$ cat src/rtl/flow_trace_capture.sv
module flow_trace_capture #(
  parameter int DW    = 32,
  parameter int DEPTH = 64,
  parameter int QD    = 8
) (
  input  logic                     clk,
  input  logic                     rst_n,
  input  logic                     ctrl_we,
  input  logic [6:0]               ctrl_wdata,
  output logic [6:0]               ctrl_q,
  input  logic                     ev_start,
  input  logic                     ev_stop,
  input  logic                     iss_vld,
  input  logic [DW-1:0]            iss_addr,
  input  logic                     cof_vld,
  input  logic [DW-1:0]            cof_src,
  input  logic [DW-1:0]            cof_dst,
  input  logic                     irq_vld,
  input  logic [DW-1:0]            irq_last,
  input  logic [DW-1:0]            irq_vec,
  input  logic                     mark_vld,
  input  logic [DW-1:0]            mark_pc,
  input  logic [DW-1:0]            evt_cnt,
  input  logic [DW-1:0]            ext_cnt,
  input  logic                     rd_req,
  output logic [DW-1:0]            rd_data,
  output logic [15:0]              rd_ptr,
  output logic [$clog2(DEPTH)-1:0] wr_ptr,
  output logic                     wrapped
);
  localparam int RAW = $clog2(DEPTH);
  localparam int QAW = $clog2(QD);
  localparam int QCW = QAW + 1;

  logic [6:0] ctrl, ctrl_n;
  logic       en, en_rise;

  always_comb begin
    ctrl_n = ctrl_we ? ctrl_wdata : ctrl;
    if (ev_start) ctrl_n[4] = 1'b1;
    if (ev_stop)  ctrl_n[4] = 1'b0;
  end

  assign en      = ctrl[4];
  assign en_rise = !ctrl[4] && ctrl_n[4];
  assign ctrl_q  = ctrl;

  always_ff @(posedge clk)
    if (!rst_n) ctrl <= '0;
    else        ctrl <= ctrl_n;

  logic [DW-1:0] g [4];
  logic [2:0]    gn;

  always_comb begin
    for (int i = 0; i < 4; i++) g[i] = '0;
    gn = 3'd0;
    if (irq_vld && ctrl[1]) begin
      g[0] = irq_last;
      g[1] = irq_vec;
      gn   = 3'd2;
      if (ctrl[5]) begin g[gn[1:0]] = evt_cnt; gn = gn + 3'd1; end
      if (ctrl[6]) begin g[gn[1:0]] = ext_cnt; gn = gn + 3'd1; end
    end else if (cof_vld && ctrl[0]) begin
      g[0] = cof_src;
      g[1] = cof_dst;
      gn   = 3'd2;
      if (ctrl[5])      begin g[2] = evt_cnt; gn = 3'd3; end
      else if (ctrl[6]) begin g[2] = ext_cnt; gn = 3'd3; end
    end else if (mark_vld && ctrl[3]) begin
      g[0] = mark_pc;
      gn   = 3'd1;
    end else if (iss_vld && ctrl[2]) begin
      g[0] = iss_addr;
      gn   = 3'd1;
    end
  end

  logic [DW-1:0]  q [QD];
  logic [QAW-1:0] qh, qt;
  logic [QCW-1:0] qc;
  logic           push, pop;

  assign pop  = en && (qc != '0);
  assign push = en && (gn != 3'd0) && (int'(qc) + int'(gn) <= QD);

  always_ff @(posedge clk)
    for (int i = 0; i < 4; i++)
      if (push && i < int'(gn)) q[qt + QAW'(i)] <= g[i];

  always_ff @(posedge clk)
    if (!rst_n || !en) begin
      qh <= '0;
      qt <= '0;
      qc <= '0;
    end else begin
      if (push) qt <= qt + QAW'(gn);
      if (pop)  qh <= qh + 1'b1;
      qc <= qc + (push ? QCW'(gn) : '0) - QCW'(pop);
    end

  logic [DW-1:0]  ram [DEPTH];
  logic [RAW-1:0] wp;
  logic [15:0]    rp;
  logic           wrap_q;

  always_ff @(posedge clk)
    if (pop) ram[wp] <= q[qh];

  always_ff @(posedge clk)
    if (!rst_n || en_rise) begin
      wp     <= '0;
      wrap_q <= 1'b0;
    end else if (pop) begin
      wp <= wp + 1'b1;
      if (wp == RAW'(DEPTH-1)) wrap_q <= 1'b1;
    end

  always_ff @(posedge clk)
    if (!rst_n || en_rise) rp <= '0;
    else if (rd_req)       rp <= (rp == 16'(DEPTH-1)) ? 16'd0 : rp + 16'd1;

  assign rd_data = ram[rp[RAW-1:0]];
  assign rd_ptr  = rp;
  assign wr_ptr  = wp;
  assign wrapped = wrap_q;

  a_r2_stop_clears: assert property (@(posedge clk) disable iff (!rst_n)
    ev_stop |=> !ctrl_q[4]);

  a_r3_enable_zeroes: assert property (@(posedge clk) disable iff (!rst_n)
    $rose(ctrl_q[4]) |-> (rd_ptr == 16'd0 && wr_ptr == '0 && !wrapped));

  a_r9_queue_bound: assert property (@(posedge clk) disable iff (!rst_n)
    int'(qc) <= QD);

  a_r10_idle_no_write: assert property (@(posedge clk) disable iff (!rst_n)
    (!ctrl_q[4] && !ctrl_n[4]) |=> $stable(wr_ptr));

  a_r11_wrap_at_zero: assert property (@(posedge clk) disable iff (!rst_n)
    $rose(wrapped) |-> wr_ptr == '0);

  a_r12_read_step: assert property (@(posedge clk) disable iff (!rst_n)
    (rd_req && ctrl_q[4]) |=>
      rd_ptr == (($past(rd_ptr) == 16'(DEPTH-1)) ? 16'd0 : $past(rd_ptr) + 16'd1));
endmodule

$ cat config.mk
export PLATFORM = sky130hd
export DESIGN_NAME = flow_trace_capture
export DESIGN_NICKNAME = d
export VERILOG_FILES = /design/src/rtl/flow_trace_capture.sv
export SDC_FILE = /design/constraint.sdc
export NUM_CORES = 2
export LEC_CHECK = 0
export BUFFER_PORTS_ARGS = -buffer_cell sky130_fd_sc_hd__clkbuf_2
export CAP_MARGIN = 0
export CELL_PAD_IN_SITES_DETAIL_PLACEMENT = 1
export CELL_PAD_IN_SITES_GLOBAL_PLACEMENT = 1
export CORE_MARGIN = 1.5
export CORE_UTILIZATION = 40
export CTS_CLUSTER_DIAMETER = 120
export CTS_CLUSTER_SIZE = 30
export DETAILED_ROUTE_END_ITERATION = 10
export GPL_TIMING_DRIVEN = 0
export PLACE_DENSITY_LB_ADDON = 0.1
export SLEW_MARGIN = 5
export SYNTH_ARGS = -nofsm -noshare
export SYNTH_HDL_FRONTEND = slang
export SYNTH_SLANG_ARGS = --single-unit
export TNS_END_PERCENT = 10
$ cat constraint.sdc
create_clock -name clk -period 6.1 [get_ports clk]
set_input_delay 0.61 -clock clk [delete_from_list [all_inputs] [get_ports clk]]
set_output_delay 0.61 -clock clk [all_outputs]
set_load 0.005 [all_outputs]
==> results.py <==
metrics = {
    "floorplan": {
        "die_x_um": 503,
        "core_area_um2": 249000,
        "die_area_um2": 253000,
        "initial_core_util_pct": 40.2,
        "pin_count": 335,
        "die_y_um": 503,
        "rows": 183,
    },
    "setup_path": {
        "r2r_slack_ns": 0.04,
        "path_max_fanout": 10,
        "path_buf_inv": 4,
        "cp.required_ns": 5.49,
        "crit_arrival_ns": 5.56,
        "cp_top_family": "buffers and inverters",
        "path_common_cell": "clkbuf_1",
        "critical_path_class": "register to output pin",
        "cp_slowest_stage_delay_ns": 0.80,
        "path_cells": "clkbuf_1 > clkbuf_1 > buf_2 > mux2i_1 > o22ai_1 > or4_1 > clkbuf_2",
        "cpMaxStageDelayCell": "mux2i_1",
        "r2r-start": "ctrl_q[0]$_SDFFE_PN0P_",
        "startpoint_type": "register",
        "setup.worst_path.end_class": "output pin",
    },
    "yosys": {
        "ys.flop_type": "edfxtp_1",
        "synth_cell_types": 59,
        "syn_area_um2": 100000,
        "ys_warn_count": 0,
        "synth_seq_area_share_pct": 70.0,
        "synth_top_area_cell": "edfxtp_1",
        "syn_nets": 6202,
        "synth_edf_count": 2304,
        "synth.area.top_cells": "edfxtp_1, mux4_2, a32oi_1",
        "ys_ff_latch": 2353,
        "synth-async-reset-ratio_pct": 0,
        "avgSynthCellArea_um2": 17.0,
        "yosysTopAreaCellShare_pct": 69.1,
        "netlist_instances": 5908,
    },
    "placement": {
        "dp.final_hpwl_um": 274000,
        "place_area_um2": 109000,
        "dpl_worst_slack_ns": -1.44,
        "port_buffers": 328,
        "dp_cells": 9661,
        "place.gp.congestion": 0.965,
    },
    "routing": {
        "vias_per_cell": 6.44,
        "wire_per_inst_um": 39.6,
        "wl_um": 390000,
        "num_vias": 63344,
        "drcViolationCount": 0,
        "detail-route-antenna-nets": 0,
        "drt_iter0_markers": 8139,
        "firstDrtPassIters": 7,
    },
    "sta": {
        "skew_ns": 0.0535,
        "slew_headroom_pct": 4.85,
        "post-route-period-util_pct": 101,
        "final-setup-viol-count": 4,
        "period_minus_slack_ns": 6.17,
        "drv_slew": 0,
        "tightest_slew_ns": 1.43,
        "worst_slack_ns": -0.0678,
        "hold_violations": 0,
        "fmax_mhz": 162,
        "rsz0062_at_grt": "true",
    },
    "grt": {
        "grt_pass1_vias": 64594,
        "grt-ovfl-total": 0,
        "antenna_found_initial": 28,
        "grt_pass1_wl_um": 533000,
        "gr-usage-all-layers_pct": 30.6,
        "grt_max_degree": 65,
    },
    "layout": {
        "fillers": 24030,
        "layout-drive-gt1-share_pct": 22.0,
        "stdcell_count": 9837,
        "nNetsFinal": 6739,
        "final_common_cell": "edfxtp_1",
        "final_area_um2": 112000,
        "syn2layout_area_growth_pct": 11.9,
        "final_cell_mix": "edfxtp_1, mux4_2, nor2_1, clkbuf_2, nand3_1",
    },
    "clock_network": {
        "clkSinkCount": 2353,
        "clock_latency_ns": 0.84,
        "cts_tree": "built",
        "clkTransAtPathRegs_ns": 0.12,
        "h-tree-depth": 3,
        "clockRootBuffer": "clkbuf_16",
        "cts.path.max_buffers": 3,
        "numCtsBuffers": 92,
    },
    "outcome": {
        "status": "complete, but fails checks",
        "violations": "negative setup slack",
    },
    "power": {
        "max-vdd-ir-drop_uv": 223,
        "p_total_mw": 28.3,
        "power_density_nw_per_um2": 253,
        "p_leak_nw": 33.8,
    },
    "hold_path": {
        "holdCritPathClass": "input pin to register",
        "min_from": "ctrl_wdata[5]",
    },
    "flow_run": {
        "drv_cap": 0,
    },
}
[worst min-delay path: stages]
cell	delay (ns)
clkbuf_2	0.08
mux2i_1	0.06
nor2b_1	0.09
[through the flow]
step           utilization, %  setup TNS [ns]  hold slack [ns]
3_3_place_gp             42.6         -927.07            0.511
6_report                 45.0          -0.164           0.0516
5_1_grt                  45.0          -0.166           0.0857
4_1_cts                  45.0          -0.196           0.0145
2_1_floorplan               -               0            0.461
3_5_place_dp             43.7         -459.29            0.528
[synthesized netlist by cell type, types with 7 or more instances]
master / instances
buf_2: 111
xnor2_1: 12
mux2i_1: 171
inv_1: 18
xor2_1: 18
or2_2: 8
a32o_1: 32
dfxtp_1: 49
clkbuf_1: 311
mux4_2: 576
a41oi_1: 32
nand4_1: 11
and3_1: 13
mux2_2: 33
a21oi_1: 295
o21ai_0: 293
and2_1: 7
nor3_1: 8
nor2_1: 469
nor2b_1: 18
nand2_1: 117
a22oi_1: 120
edfxtp_1: 2304
o22ai_1: 85
buf_4: 11
a2bb2oi_1: 32
nand3_1: 337
or4_1: 31
ha_1: 18
a32oi_1: 206
a31oi_1: 52
buf_1: 60
[final timing paths]
kind / depth (start not counted) / endpoint
setup / recovery: 7 / rd_data[14]
hold / removal: 3 / ctrl_q[5]$_SDFFE_PN0P_
setup reg to reg: 13 / q[1][3]$_DFFE_PP_
hold reg to reg: 2 / qh[2]$_SDFFE_PP0P_
[layer usage]
metal | vias up | GRT usage [%] | share of wire [%]
met4 | 14 | 12.0 | 4.5
met5 | - | 0 | 0.026
li1 | 25270 | - | -
met2 | 3292 | 50.0 | 48
met3 | 725 | 4.69 | 7.7
met1 | 34043 | 41.2 | 40
[cell families (layout without fill, tap and decap cells)]
kind of cell               after synthesis  in the layout  synth area share [%]
DFF                                   2353           2353                  70.0
muxes                                  780            780                  15.0
other                                    0              8                     0
buffers and inverters                  512           1095                  2.10
AOI/OAI and AO/OA                     1168           1168                  7.59
adders and majority gates               21             21                 0.285
xor gates and xnor gates                30             30                 0.262
and+or+nand+nor                       1044           1052                  4.68
[power by group]
group | switching (mW) | internal (mW)
clock | 5.20 | 3.03
sequential | 0.0133 | 17.8
combinational | 1.47 | 0.844
total | 6.69 | 21.6
[what timing repair did]
| action | 4_1_cts | 5_1_grt |
|---|---|---|
| buffers inserted | 8 | 2 |
| endpoints found under the setup margin | 538 | 294 |
| gates cloned | 8 | 0 |
| hold buffers | 0 | 0 |
| resized for setup | 70 | 22 |
| pin swaps | 12 | 1 |
[flip-flops by register name, indices dropped and copies added, names as in the netlist, named ones only]
signal / count
wrapped: 1
qh: 3
qt: 3
q: 256
ram: 2048
qc: 4
wr_ptr: 6
rd_ptr: 16
ctrl_q: 7
[layout make-up]
class                           count  area [µm²]  share of cell area [%]
Sequential cell                  2353       70200                    62.6
Multi-Input combinational cell   3051       28800                    25.7
Tap cell                         3330        4170                    3.72
Timing Repair Buffer              435        3870                    3.45
Clock buffer                      133        2500                    2.23
Buffer                            493        2170                    1.94
Clock inverter                     15         282                   0.251
Inverter                           19        71.3                  0.0636
Antenna cell                        8        20.0                  0.0179
(Power assumes the default switching activity.)
